**config.mk**
```make
export PLATFORM = sky130hd
export DESIGN_NAME = pic_ctrl
export DESIGN_NICKNAME = d
export VERILOG_FILES = /design/src/rtl/pic_pkg.sv /design/src/rtl/pic_pin_sampler.sv /design/src/rtl/pic_select.sv /design/src/rtl/pic_seq.sv /design/src/rtl/pic_ctrl.sv
export SDC_FILE = /design/constraint.sdc
export NUM_CORES = 1
export LEC_CHECK = 0
export ABC_CLOCK_PERIOD_IN_PS = 3900
export BUFFER_PORTS_ARGS = -buffer_cell sky130_fd_sc_hd__buf_2
export CAP_MARGIN = 20
export CORE_ASPECT_RATIO = 0.8
export CORE_MARGIN = 10
export CORE_UTILIZATION = 53
export CTS_CLUSTER_DIAMETER = 50
export CTS_CLUSTER_SIZE = 14
export DETAILED_ROUTE_END_ITERATION = 16
export PLACE_DENSITY = 0.82
export SLEW_MARGIN = 30
export SYNTH_ARGS = -nofsm -noshare
export SYNTH_HDL_FRONTEND = slang
export SYNTH_SLANG_ARGS = --single-unit
```
**constraint.sdc**
```tcl
create_clock -name clk -period 3.9 [get_ports clk]
set_input_delay 0.195 -clock clk [delete_from_list [all_inputs] [get_ports clk]]
set_output_delay 0.195 -clock clk [all_outputs]
set_load 0.005 [all_outputs]
```
**src/rtl/pic_pkg.sv**
```systemverilog
package pic_pkg;
    localparam int NSRC = 5;
    localparam int NEXT = 2;
    localparam int NTMR = 2;
    localparam int IW   = $clog2(NSRC);

    // source indices, also the in-level polling order
    localparam int SRC_EXT0 = 0;
    localparam int SRC_TMR0 = 1;
    localparam int SRC_EXT1 = 2;
    localparam int SRC_TMR1 = 3;
    localparam int SRC_SER  = 4;

    typedef enum logic [1:0] {
        ST_IDLE   = 2'd0,
        ST_ARMED  = 2'd1,
        ST_VECTOR = 2'd2
    } pic_state_e;
endpackage

```
**src/rtl/pic_pin_sampler.sv**
```systemverilog
module pic_pin_sampler #(
    parameter int NPIN = 2
) (
    input  logic            clk,
    input  logic            rst_n,
    input  logic            tick,
    input  logic [NPIN-1:0] pin_n,
    input  logic [NPIN-1:0] edge_mode,
    input  logic [NPIN-1:0] clr,
    output logic [NPIN-1:0] flag
);
    logic [NPIN-1:0] samp_q;

    for (genvar g = 0; g < NPIN; g++) begin : g_pin
        always_ff @(posedge clk or negedge rst_n) begin
            if (!rst_n) begin
                samp_q[g] <= 1'b0;
                flag[g]   <= 1'b0;
            end else if (tick) begin
                samp_q[g] <= pin_n[g];
                if (!edge_mode[g]) begin
                    flag[g] <= ~pin_n[g];
                end else if (samp_q[g] && !pin_n[g]) begin
                    flag[g] <= 1'b1;
                end else if (clr[g]) begin
                    flag[g] <= 1'b0;
                end
            end else if (clr[g] && edge_mode[g]) begin
                flag[g] <= 1'b0;
            end
        end
    end
endmodule

```
**src/rtl/pic_select.sv**
```systemverilog
module pic_select
    import pic_pkg::*;
#(
    parameter int N = NSRC
) (
    input  logic [N-1:0]  req,
    input  logic [N-1:0]  en,
    input  logic [N-1:0]  prio,
    input  logic          ea,
    input  logic [1:0]    insvc,
    output logic          hit,
    output logic [IW-1:0] idx,
    output logic          lvl
);
    logic [N-1:0] hi_cand;
    logic [N-1:0] lo_cand;
    logic [N-1:0] pick;

    always_comb begin
        hi_cand = req & en & prio  & {N{ea && !insvc[1]}};
        lo_cand = req & en & ~prio & {N{ea && (insvc == 2'b00)}};
        lvl     = |hi_cand;
        pick    = lvl ? hi_cand : lo_cand;
        hit     = |pick;
        idx     = '0;
        for (int i = N - 1; i >= 0; i--) begin
            if (pick[i]) idx = IW'(i);
        end
    end
endmodule

```
**src/rtl/pic_seq.sv**
```systemverilog
module pic_seq
    import pic_pkg::*;
(
    input  logic          clk,
    input  logic          rst_n,
    input  logic          tick,
    input  logic          instr_last,
    input  logic          hit,
    input  logic [IW-1:0] idx,
    input  logic          lvl,
    input  logic          reti,
    output logic          vec_valid,
    output logic [IW-1:0] vec_idx,
    output logic [1:0]    insvc
);
    pic_state_e    state_q, state_d;
    logic [IW-1:0] idx_q;
    logic          lvl_q;
    logic [1:0]    insvc_d;

    always_ff @(posedge clk or negedge rst_n) begin
        if (!rst_n) begin
            state_q <= ST_IDLE;
            idx_q   <= '0;
            lvl_q   <= 1'b0;
        end else begin
            state_q <= state_d;
            if (state_q == ST_IDLE && state_d == ST_ARMED) begin
                idx_q <= idx;
                lvl_q <= lvl;
            end
        end
    end

    always_comb begin
        state_d = state_q;
        unique case (state_q)
            ST_IDLE:   if (tick && hit && !instr_last) state_d = ST_ARMED;
            ST_ARMED:  if (tick) state_d = ST_VECTOR;
            ST_VECTOR: state_d = ST_IDLE;
            default:   state_d = ST_IDLE;
        endcase
    end

    always_comb begin
        vec_valid = (state_q == ST_VECTOR);
        vec_idx   = idx_q;
    end

    always_comb begin
        insvc_d = insvc;
        if (reti) begin
            if (insvc[1]) insvc_d[1] = 1'b0;
            else          insvc_d[0] = 1'b0;
        end
        if (vec_valid) insvc_d[lvl_q] = 1'b1;
    end

    always_ff @(posedge clk or negedge rst_n) begin
        if (!rst_n) insvc <= 2'b00;
        else        insvc <= insvc_d;
    end
endmodule

```
**src/rtl/pic_ctrl.sv**
```systemverilog
module pic_ctrl
    import pic_pkg::*;
#(
    parameter int AW         = 16,
    parameter int VEC_BASE   = 3,
    parameter int VEC_STRIDE = 8
) (
    input  logic          clk,
    input  logic          rst_n,
    input  logic          mc_tick,
    input  logic          instr_last,
    input  logic          reg_we,
    input  logic [1:0]    reg_addr,
    input  logic [7:0]    reg_wdata,
    input  logic [1:0]    ext_n,
    input  logic [1:0]    tmr_flag,
    input  logic          ser_rx,
    input  logic          ser_tx,
    input  logic          reti,
    output logic          vec_valid,
    output logic [AW-1:0] vec_addr,
    output logic [1:0]    tmr_clr,
    output logic [1:0]    ext_flag,
    output logic [1:0]    in_service
);
    logic            ea_q;
    logic [NSRC-1:0] en_q;
    logic [NSRC-1:0] prio_q;
    logic [NEXT-1:0] edge_q;
    logic            unused_wbits;

    assign unused_wbits = ^reg_wdata[6:5];

    always_ff @(posedge clk or negedge rst_n) begin
        if (!rst_n) begin
            ea_q   <= 1'b0;
            en_q   <= '0;
            prio_q <= '0;
            edge_q <= '0;
        end else if (reg_we) begin
            unique case (reg_addr)
                2'd0: begin
                    ea_q <= reg_wdata[7];
                    en_q <= reg_wdata[NSRC-1:0];
                end
                2'd1: prio_q <= reg_wdata[NSRC-1:0];
                2'd2: edge_q <= reg_wdata[NEXT-1:0];
                default: ;
            endcase
        end
    end

    logic [NSRC-1:0] req;
    logic            hit, lvl;
    logic [IW-1:0]   idx, vec_idx;
    logic [NEXT-1:0] ext_clr;

    assign req = {ser_rx | ser_tx, tmr_flag[1], ext_flag[1], tmr_flag[0], ext_flag[0]};

    assign ext_clr[0] = vec_valid && (vec_idx == IW'(SRC_EXT0));
    assign ext_clr[1] = vec_valid && (vec_idx == IW'(SRC_EXT1));
    assign tmr_clr[0] = vec_valid && (vec_idx == IW'(SRC_TMR0));
    assign tmr_clr[1] = vec_valid && (vec_idx == IW'(SRC_TMR1));
    assign vec_addr   = AW'(VEC_BASE + int'(vec_idx) * VEC_STRIDE);

    pic_pin_sampler #(.NPIN(NEXT)) u_pins (
        .clk       (clk),
        .rst_n     (rst_n),
        .tick      (mc_tick),
        .pin_n     (ext_n),
        .edge_mode (edge_q),
        .clr       (ext_clr),
        .flag      (ext_flag)
    );

    pic_select #(.N(NSRC)) u_sel (
        .req   (req),
        .en    (en_q),
        .prio  (prio_q),
        .ea    (ea_q),
        .insvc (in_service),
        .hit   (hit),
        .idx   (idx),
        .lvl   (lvl)
    );

    pic_seq u_seq (
        .clk        (clk),
        .rst_n      (rst_n),
        .tick       (mc_tick),
        .instr_last (instr_last),
        .hit        (hit),
        .idx        (idx),
        .lvl        (lvl),
        .reti       (reti),
        .vec_valid  (vec_valid),
        .vec_idx    (vec_idx),
        .insvc      (in_service)
    );
endmodule

```
### Yosys cells after proc, flatten, opt, wreduce, memory -nomap -nowiden

Cells that the tools add are included.

* mux-type cells: 24
* $add $sub $neg: 1
* equal/unequal tests: 10
* reductions and logical operators: 31
* bitwise gates (word level): 10
* order comparisons: 2

Operator list (count)
* AND 5 bit: 5
* two-way mux 3 bit: 5
* logical AND 1 bit: 14
* two-way mux 1 bit: 12
* AND reduction 2 bit: 5
* OR reduction 5 bit: 2
* two-way mux 2 bit: 4
* inequality test 4 x 2 -> 1 bit (second input constant): 2
* adder 2 x 6 -> 7 bit (first input constant): 1
* == test 2 x 1 -> 1 bit (second input constant): 3
* == test 3 x 2 -> 1 bit (second input constant): 2
* zero test 2 bit: 3
* two-way mux 5 bit: 1
* inverter 5 bit: 1
* == test 2 bit (second input constant): 2
* zero test 1 bit: 4
* case mux 2 bit (2 select lines): 1
* nonzero test 2 bit: 2
* == test 3 x 1 -> 1 bit (second input constant): 1
* zero test 3 bit: 1
* < comparator 1 x 2 -> 1 bit (second input constant): 1
* inverter 1 bit: 2
* OR 2 bit: 1
* demux 1 bit (select 1 bit): 1
* 2 further kinds: 2

* register bits after elaboration: 25
* input port bits: 22
* word-level logic and storage cells: 90
* output and inout bits: 23

### Logic depth before layout (Yosys ltp)

Gate-level depths: netlist of run 1.

* depth after elaboration: 13
* gate-level depth with buffers: 6
* gate-level depth less buffers: 5

### Hierarchy

A second synthesis of run 1 with hierarchy kept.

* cells, all modules: 121
* area total of the unflattened synthesis: 1438.9 um^2

By module, submodules not included
* pic_ctrl: cells an instance 49, times used 1, seq. area each 325.3 um^2, area each 655.6 um^2
* pic_seq: cells an instance 23, times used 1, seq. area each 200.2 um^2, area each 327.8 um^2
* pic_select: cells an instance 35, times used 1, seq. area each 0.0 um^2, area each 272.8 um^2
* pic_pin_sampler: cells an instance 14, times used 1, seq. area each 100.1 um^2, area each 182.7 um^2

### Worst setup path before layout of run 1

No wires, ideal clock.

* path kind: register to register
* start: register u_pins.flag[0]
* end: register u_seq.lvl_q
* setup slack: 2109 ps
* path buffers: 0
* stages on the path, launching flop included: 6
* arrival: 1666 ps
* required time: 3775 ps
* clock period less this slack: 1791 ps
* setup time: 125 ps
* cell sequence: dfrtp_1 > and3_4 > a2111oi_4 > a21boi_2 > a31oi_4 > mux2_4

* cells in the longest elaborated chain, start to end: 12
* elaborated cells between the ends (all ways): 14
* those cells by class: 1 x eq/ne; 3 x mux; 5 x bitwise; 5 x reduce/logical

Ends and longest elaborated chain
* from (decl): RTL line pic_pin_sampler.sv:10 `output logic [NPIN-1:0] flag`
* from (signal, indexed assignment): RTL line pic_pin_sampler.sv:22 `flag[g] <= ~pin_n[g];`
* AND 5 bit *: RTL line pic_select.sv:20, pic_select.sv:21
* AND 5 bit (2 in a row): RTL line pic_select.sv:20 `hi_cand = req & en & prio & {N{ea && !insvc[1]}};`
* OR reduction 5 bit: RTL line pic_select.sv:22 `lvl = |hi_cand;`
* two-way mux 5 bit: RTL line pic_select.sv:23 `pick = lvl ? hi_cand : lo_cand;`
* OR reduction 5 bit: RTL line pic_select.sv:24 `hit = |pick;`
* logical AND 1 bit (2 in a row): RTL line pic_seq.sv:38 `ST_IDLE: if (tick && hit && !instr_last) state_d = ST_ARMED;`
* two-way mux 2 bit: RTL line pic_seq.sv:38
* case mux 2 bit (2 select lines): RTL line pic_seq.sv:37 `unique case (state_q)`
* == test 2 x 1 -> 1 bit: RTL line pic_seq.sv:28 `if (state_q == ST_IDLE && state_d == ST_ARMED) begin`
* logical AND 1 bit: RTL line pic_seq.sv:28
* to (signal assigned): RTL line pic_seq.sv:30 `lvl_q <= lvl;`
* to (decl): RTL line pic_seq.sv:18 `logic lvl_q;`

Every way passes the cells marked *; elsewhere a longest branch is shown, timed or not.
A chain may end at the register's enable or synchronous reset.

### Worst setup path in the final report of run 1

Ends and elaborated chain as after synthesis.

==> metrics.md, run 1 <==
| Metric | Value |
|---|---|
| Comb power frac | approximately a third |
| Top cell type's share of synthesized area | a little over two fifths |
| I/O pins | 45 |
| Fin crit period | 1.92 ns |
| Tcrit/Tclk final | 49.3% |
| Post-synth top flop | dfrtp_1 |
| CP Max Fanout | 5 |
| Setup Viol. Count Final | 0 |
| Longest Clk Path Bufs | 2 |
| CTS tree | built |
| Max cap viols | 0 |
| Routed vias/inst | between 5 and 6 |
| Post-Place Setup Slack | 2.00 ns |
| Aggregate global routing overflow | 0 |
| Buffers added on ports | 29 |
| Met2 routed WL | 1490 um |
| # DRC | 0 |
| R2r endpoint | u_seq.lvl_q$_DFFE_PN0P_ |
| ANT nets after route | 0 |
| Post-Syn Area | roughly 1500 um^2 |
| Initial antenna violation count | 0 |
| Slew Viols, Final | 0 |
| Worst setup SP type | flop |
| Vias post-DR | approximately 1100 |
| Mapped Cells | 128 |
| WP data required | roughly 4.1 ns |
| Clock transition at path regs | 0.13 ns |
| Syn_area_per_cell | ~11 um^2 |
| Layout area overhead | 11.1% |
| Antenna diodes | 0 |
| Crit. End Element | flop |
| Largest net degree at the start of global routing | 26 |
| Vias in the first global route | 1176 |
| Post-Route WL | about 3100 um |
| Reg power frac | approximately 52% |
| Filler cell count | ~210 |
| RSZ-0062 raised after global routing | no |
| Count of cell types in the netlist | 48 |
| First-pass DRT Iterations | 4 |
| GRT Total Usage | about an eighth |
| Internal Power | a little under 0.5 mW |
| Post-synthesis sequential area ratio | between 40% and 50% |
| Crit Path Category | flop to flop |
| Layout cells sized above 1 | about a third |
| # nets final | 182 |
| Critical path's largest stage delay | approximately 0.47 ns |
| DR WL/cell | between 15 and 20 um |
| Die W | between 70 and 80 um |
| CTS sink cnt | 25 |
| Top-count cell post-synth | dfrtp_1 |
| CTS root buf | clkbuf_4 |
| Setup Skew | 0.00860 ns |
| Worst path cell trace | and3_4, a2111oi_4, a21boi_2, a31oi_4, mux2_4 |
| Starting Density | about 57% |
| Worst setup path end | u_seq.lvl_q$_DFFE_PN0P_ |
| LEAKAGE | between 0.7 and 0.8 nW |
| Peak supply drop | 0.000201 V |
| Global-route wire length before repair | a little over 5000 um |
| DP Wirelength | between 2000 and 3000 um |
| Crit path arrival time | ~2.1 ns |
| Min-delay worst type | input port to flop |
| Post-synth EDFFs | 0 |
| Slew headroom | a little over three fifths |
| First DRT Iteration DRCs | 21 |
| Yosys warns | 0 |
| Power share of the clock group | between 10% and 20% |
| Top layer reached by signal wires | met4 |
| Met3 routed WL | 321 um |
| Setup slack, reg-to-reg | just under 2 ns |
| Worst slew pin tran | roughly 0.56 ns |
| Final hold viol count | 0 |
| Worst Reg-to-Reg Cells | 5 |
| Worst path slowest cell | a2111oi_4 |
| Synth area leaders | dfrtp_1 (43%), buf_4 (7.2%), mux2_2 (6.9%) |
| # rows | 16 |
| H-Tree Depth | 1 |
| Setup ws final | 1.98 ns |
| Psw | around 0.25 mW |
| Fmax | slightly above 500 MHz |
| Die height | ~67 um |
| Total CTS buffers | 3 |
| Worst setup path start | u_pins.flag[0]$_DFFE_PN0P_ |
| Status | finished clean |
| Post-synth ARST share | 100% |
| Synth Register Bits | 25 |
| Setup tns final | 0 ns |
| Pwr per Cell Area | between 400 and 500 nW/um^2 |
| Area leader, netlist | dfrtp_1 |
| Worst-Skew Late Latency | between 0.3 and 0.4 ns |
| Met1 WL | approximately 1300 um |
| Die ar. | roughly 5300 um^2 |
| Synth top cells by count | dfrtp_1 (25), buf_4 (14), mux2_2 (9) |
| Switching Fraction | about a third |
| RD Place Congestion | between 0.9 and 1 |
| R2R Path Start | u_pins.flag[0]$_DFFE_PN0P_ |
| Total core area | approximately 2500 um^2 |
-- critical path, delay by kind of cell (launching register included) --
kind	cells	cell delay, ns
simple gates	1	0.21
compound gates	3	0.86
flops	1	0.43
mux	1	0.31
-- per-stage QoR --
step / power (mW) / hold slack, ns / utilization (%) / cell area [um^2] / std cells
floorplan: 0.551 / -0.101 / - / 1500 / 139
global placement: 0.611 / 0.204 / 62.4 / 1590 / 190
detailed placement: 0.629 / 0.221 / 62.4 / 1590 / 190
CTS: 0.746 / 0.0557 / 63.8 / 1620 / 195
global route: 0.792 / 0.0566 / 63.8 / 1620 / 195
finish: 0.735 / 0.0664 / 63.8 / 1620 / 195
-- final cells by class --
| type | count | area (um^2) | area share [%] |
|---|---|---|---|
| multi-input cells | 94 | 748 | 46.1 |
| flip-flops and latches | 25 | 626 | 38.6 |
| repair buffers | 30 | 155 | 9.56 |
| well taps | 36 | 45.0 | 2.78 |
| clock buffers | 4 | 26.3 | 1.62 |
| inverters | 6 | 22.5 | 1.39 |
-- power by group through the flow --
stage | combinational [mW] | sequential (mW) | clock (mW)
3_5_place_dp | 0.244 | 0.385 | 0
2_1_floorplan | 0.180 | 0.371 | 0
4_1_cts | 0.246 | 0.380 | 0.120
3_3_place_gp | 0.233 | 0.378 | 0
6_report | 0.242 | 0.380 | 0.113
5_1_grt | 0.271 | 0.391 | 0.130
-- what timing repair did --
item	4_1_cts	5_1_grt
gates resized for setup	0	0
hold buffers	1	0
endpoints found under the hold margin	25	0
buffers inserted	0	0
-- cells in the final DEF, fill, tap and decap left out, types with 3 or more instances in the layout --
cell      instances
nand3b_1          5
conb_1           13
buf_2            29
a21oi_1           3
o32ai_1           3
nor2_1            4
inv_1             5
dfrtp_1          25
mux2_2            9
and3_1            3
a31oi_1           3
o21ai_0           5
mux2_1            6
clkbuf_4          3
-- worst min-delay path by stage --
stage                   from                         end  slack (ns)  depth (start not counted)
detailed placement     rst_n    u_seq.insvc[1]$_DFF_PN0_        0.22                          1
finish              ext_n[0]  u_pins.flag[0]$_DFFE_PN0P_        0.07                          2
global placement       rst_n    u_seq.insvc[1]$_DFF_PN0_        0.20                          1
global route        ext_n[0]  u_pins.flag[0]$_DFFE_PN0P_        0.06                          2
CTS                 ext_n[0]  u_pins.flag[0]$_DFFE_PN0P_        0.06                          2
floorplan              rst_n            ea_q$_DFFE_PN0P_       -0.10                          0
-- cells by family (layout without fill, tap and decap cells) --
group / count (synthesis) / in the layout / synth area share (%)
AOI/OAI and AO/OA: 31 / 31 / 18.5
buffers and inverters: 20 / 40 / 8.74
DFF: 25 / 25 / 42.8
muxes: 17 / 17 / 13.3
other: 2 / 13 / 0.514
and+or+nand+nor: 33 / 33 / 16.1
-- layer usage --
layer	vias to the layer above	track usage (%)
li1	513	-
met1	528	12.5
met2	37	21.3
met3	2	6.30
met4	0	2.01
met5	-	0
-- registers in the layout (all words and copies together), names as in the netlist --
signal and cells:
en_q 5, prio_q 5, u_seq.vec_idx 3, edge_q 2, u_pins.flag 2, u_pins.samp_q 2
u_seq.insvc 2, u_seq.state_q 2, ea_q 1, u_seq.lvl_q 1
No activity file was read; power rests on OpenSTA's default activity.
==> run 2: changes to the inputs <==
Settings changed: ABC_CLOCK_PERIOD_IN_PS 3900 to 1600, CORE_UTILIZATION 53 to 46, PLACE_DENSITY 0.82 to 0.76.
Clock period 3.9 ns to 1.6 ns, I/O delays scaled along.
==> run 2 against run 1 <==
Compared with the run above: the run now ends with negative setup slack left; sequential cell count stayed put; via count is 4.7% higher; clock power grew to 3.3 times the previous value; final cell count is 12% higher; worst hold slack worse by 0.060 ns; combinational power grew to 3.4 times the previous value; maximum frequency is 6.9% higher; non-clock buffer count is 19 higher; sequential power is 140% higher; register-to-register slack worse by 2.2 ns; core utilization is 4.4 points lower; critical endpoint unchanged; largest cell class unchanged.
==> metrics.md, run 2 (synthesis results as in run 1) <==
| Metric | Value |
|---|---|
| Worst-Skew Late Latency | ~0.27 ns |
| Fin crit period | 1.80 ns |
| Setup Viol. Count Final | 5 |
| R2R Path Start | en_q[4]$_DFFE_PN0P_ |
| Max cap viols | 0 |
| Min-delay worst type | input port to flop |
| Layout area overhead | 24.7% |
| Fmax | around 560 MHz |
| DP Wirelength | about 2800 um |
| Vias post-DR | ~1100 |
| Setup ws final | -0.200 ns |
| Die height | between 70 and 80 um |
| Slew Viols, Final | 0 |
| Worst setup SP type | flop |
| Buffers added on ports | 29 |
| Clock transition at path regs | about 0.09 ns |
| Worst slew pin tran | 0.580 ns |
| Crit Path Category | flop to flop |
| Cells on Worst Hold Path | 2 |
| Tcrit/Tclk final | 112% |
| WHS | 0.00672 ns |
| WHS Endpoint | u_pins.flag[1]$_DFFE_PN0P_ |
| Starting Density | between 40% and 50% |
| Routed vias/inst | slightly above 5 |
| Crit. End Element | flop |
| RD Place Congestion | around 0.86 |
| HP Start | ext_n[1] |
| ANT nets after route | 0 |
| Placed instance area | 1710 um^2 |
| Die W | roughly 83 um |
| # rows | 18 |
| Die ar. | 5840 um^2 |
| Post-Route WL | approximately 3500 um |
| Layout cells sized above 1 | 43.3% |
| Setup Skew | just over 0.01 ns |
| # DRC | 0 |
| Largest net degree at the start of global routing | 26 |
| First DRT Iteration DRCs | 76 |
| CP Max Fanout | 3 |
| Total power draw | about 2.1 mW |
| CTS root buf | clkbuf_8 |
| # nets final | between 200 and 250 |
| Total CTS buffers | 3 |
| Pwr per Cell Area | approximately 1200 nW/um^2 |
| Antenna diodes | 0 |
| Final hold viol count | 0 |
| Worst Reg-to-Reg Cells | 6 |
| Longest Clk Path Bufs | 2 |
| Setup tns final | -0.700 ns |
| Setup slack, reg-to-reg | -0.20 ns |
| Initial antenna violation count | 0 |
| RSZ-0062 raised after global routing | yes |
| Failing checks | negative setup slack |
| Leading cell types in the layout, fill and taps excluded | buf_2 (29), dfrtp_1 (25), buf_4 (19) |
| CTS sink cnt | 25 |
| Peak supply drop | around 0.00084 V |
| Aggregate global routing overflow | 0 |
| Status | complete, but fails checks |
| Crit path arrival time | just under 2 ns |
| Most common cell after layout, fill and taps aside | buf_2 |
| I/O pins | 45 |
| WP data required | 1.77 ns |
| Total core area | just over 3000 um^2 |
| Vias in the first global route | 1183 |
| CTS tree | built |
| R2r endpoint | u_seq.lvl_q$_DFFE_PN0P_ |
| Global-route wire length before repair | about 5600 um |
| DR WL/cell | ~16 um |
| Slew headroom | slightly above 60% |
| LEAKAGE | between 0.8 and 0.9 nW |
| H-Tree Depth | 1 |
| GRT Total Usage | roughly 11% |
| Final Cell Area | around 1800 um^2 |
| First-pass DRT Iterations | 4 |
-- run 2: how the worst max path moves through the flow --
stage,startpoint,endpoint,slack (ns),cells after the start
final,en_q[4]$_DFFE_PN0P_,u_seq.lvl_q$_DFFE_PN0P_,-0.20,6
after global routing,u_seq.insvc[1]$_DFF_PN0_,u_seq.lvl_q$_DFFE_PN0P_,-0.28,6
after CTS,en_q[0]$_DFFE_PN0P_,u_seq.lvl_q$_DFFE_PN0P_,-0.20,6
after detailed placement,u_seq.insvc[1]$_DFF_PN0_,u_seq.lvl_q$_DFFE_PN0P_,-0.19,5
after global placement,u_seq.insvc[1]$_DFF_PN0_,u_seq.lvl_q$_DFFE_PN0P_,-0.13,5
after floorplan,u_seq.insvc[1]$_DFF_PN0_,u_seq.lvl_q$_DFFE_PN0P_,-0.18,5
-- run 2: worst max-delay path, cell delays in order (launching register included) --
cell and delay (ns):
dfrtp_1 0.40, o21a_4 0.13, a2111oi_4 0.38, buf_4 0.20, a21boi_4 0.06, a31oi_4 0.21
mux2_4 0.31
-- run 2: final cells by class --
class,count,area [um^2]
flip-flops and latches,25,626
inverters,6,22.5
well taps,40,50.0
repair buffers,49,298
clock buffers,4,45.0
multi-input cells,94,779
fillers,275,1240
-- run 2: timing repair --
item / in CTS / in global routing
pin swaps: 6 / 3
setup endpoints to repair: 5 / 5
endpoints found under the hold margin: 25 / 0
hold buffers: 1 / 0
setup buffers: 2 / 2
resized for setup: 2 / 2
-- run 2: stage by stage --
| stage | worst slack, ns | cells | utilization [%] |
|---|---|---|---|
| floorplan | -0.176 | 139 | - |
| global placement | -0.133 | 209 | 55.8 |
| detailed placement | -0.194 | 209 | 55.8 |
| CTS | -0.204 | 216 | 58.5 |
| global route | -0.284 | 218 | 59.4 |
| finish | -0.200 | 218 | 59.4 |
-- run 2: metal layers --
metal | GRT usage [%] | part of all wire, % | wire [um]
met1 | 13.5 | 46 | 1610
met2 | 18.2 | 46 | 1580
met3 | 4.75 | 7.7 | 267
met4 | 1.13 | 0.14 | 5
met5 | 0 | 0 | 0
-- run 2: power breakdown --
group          switching (mW)  total, mW  internal [mW]
sequential              0.129      0.906          0.777
clock                   0.200      0.378          0.178
combinational           0.370      0.813          0.443
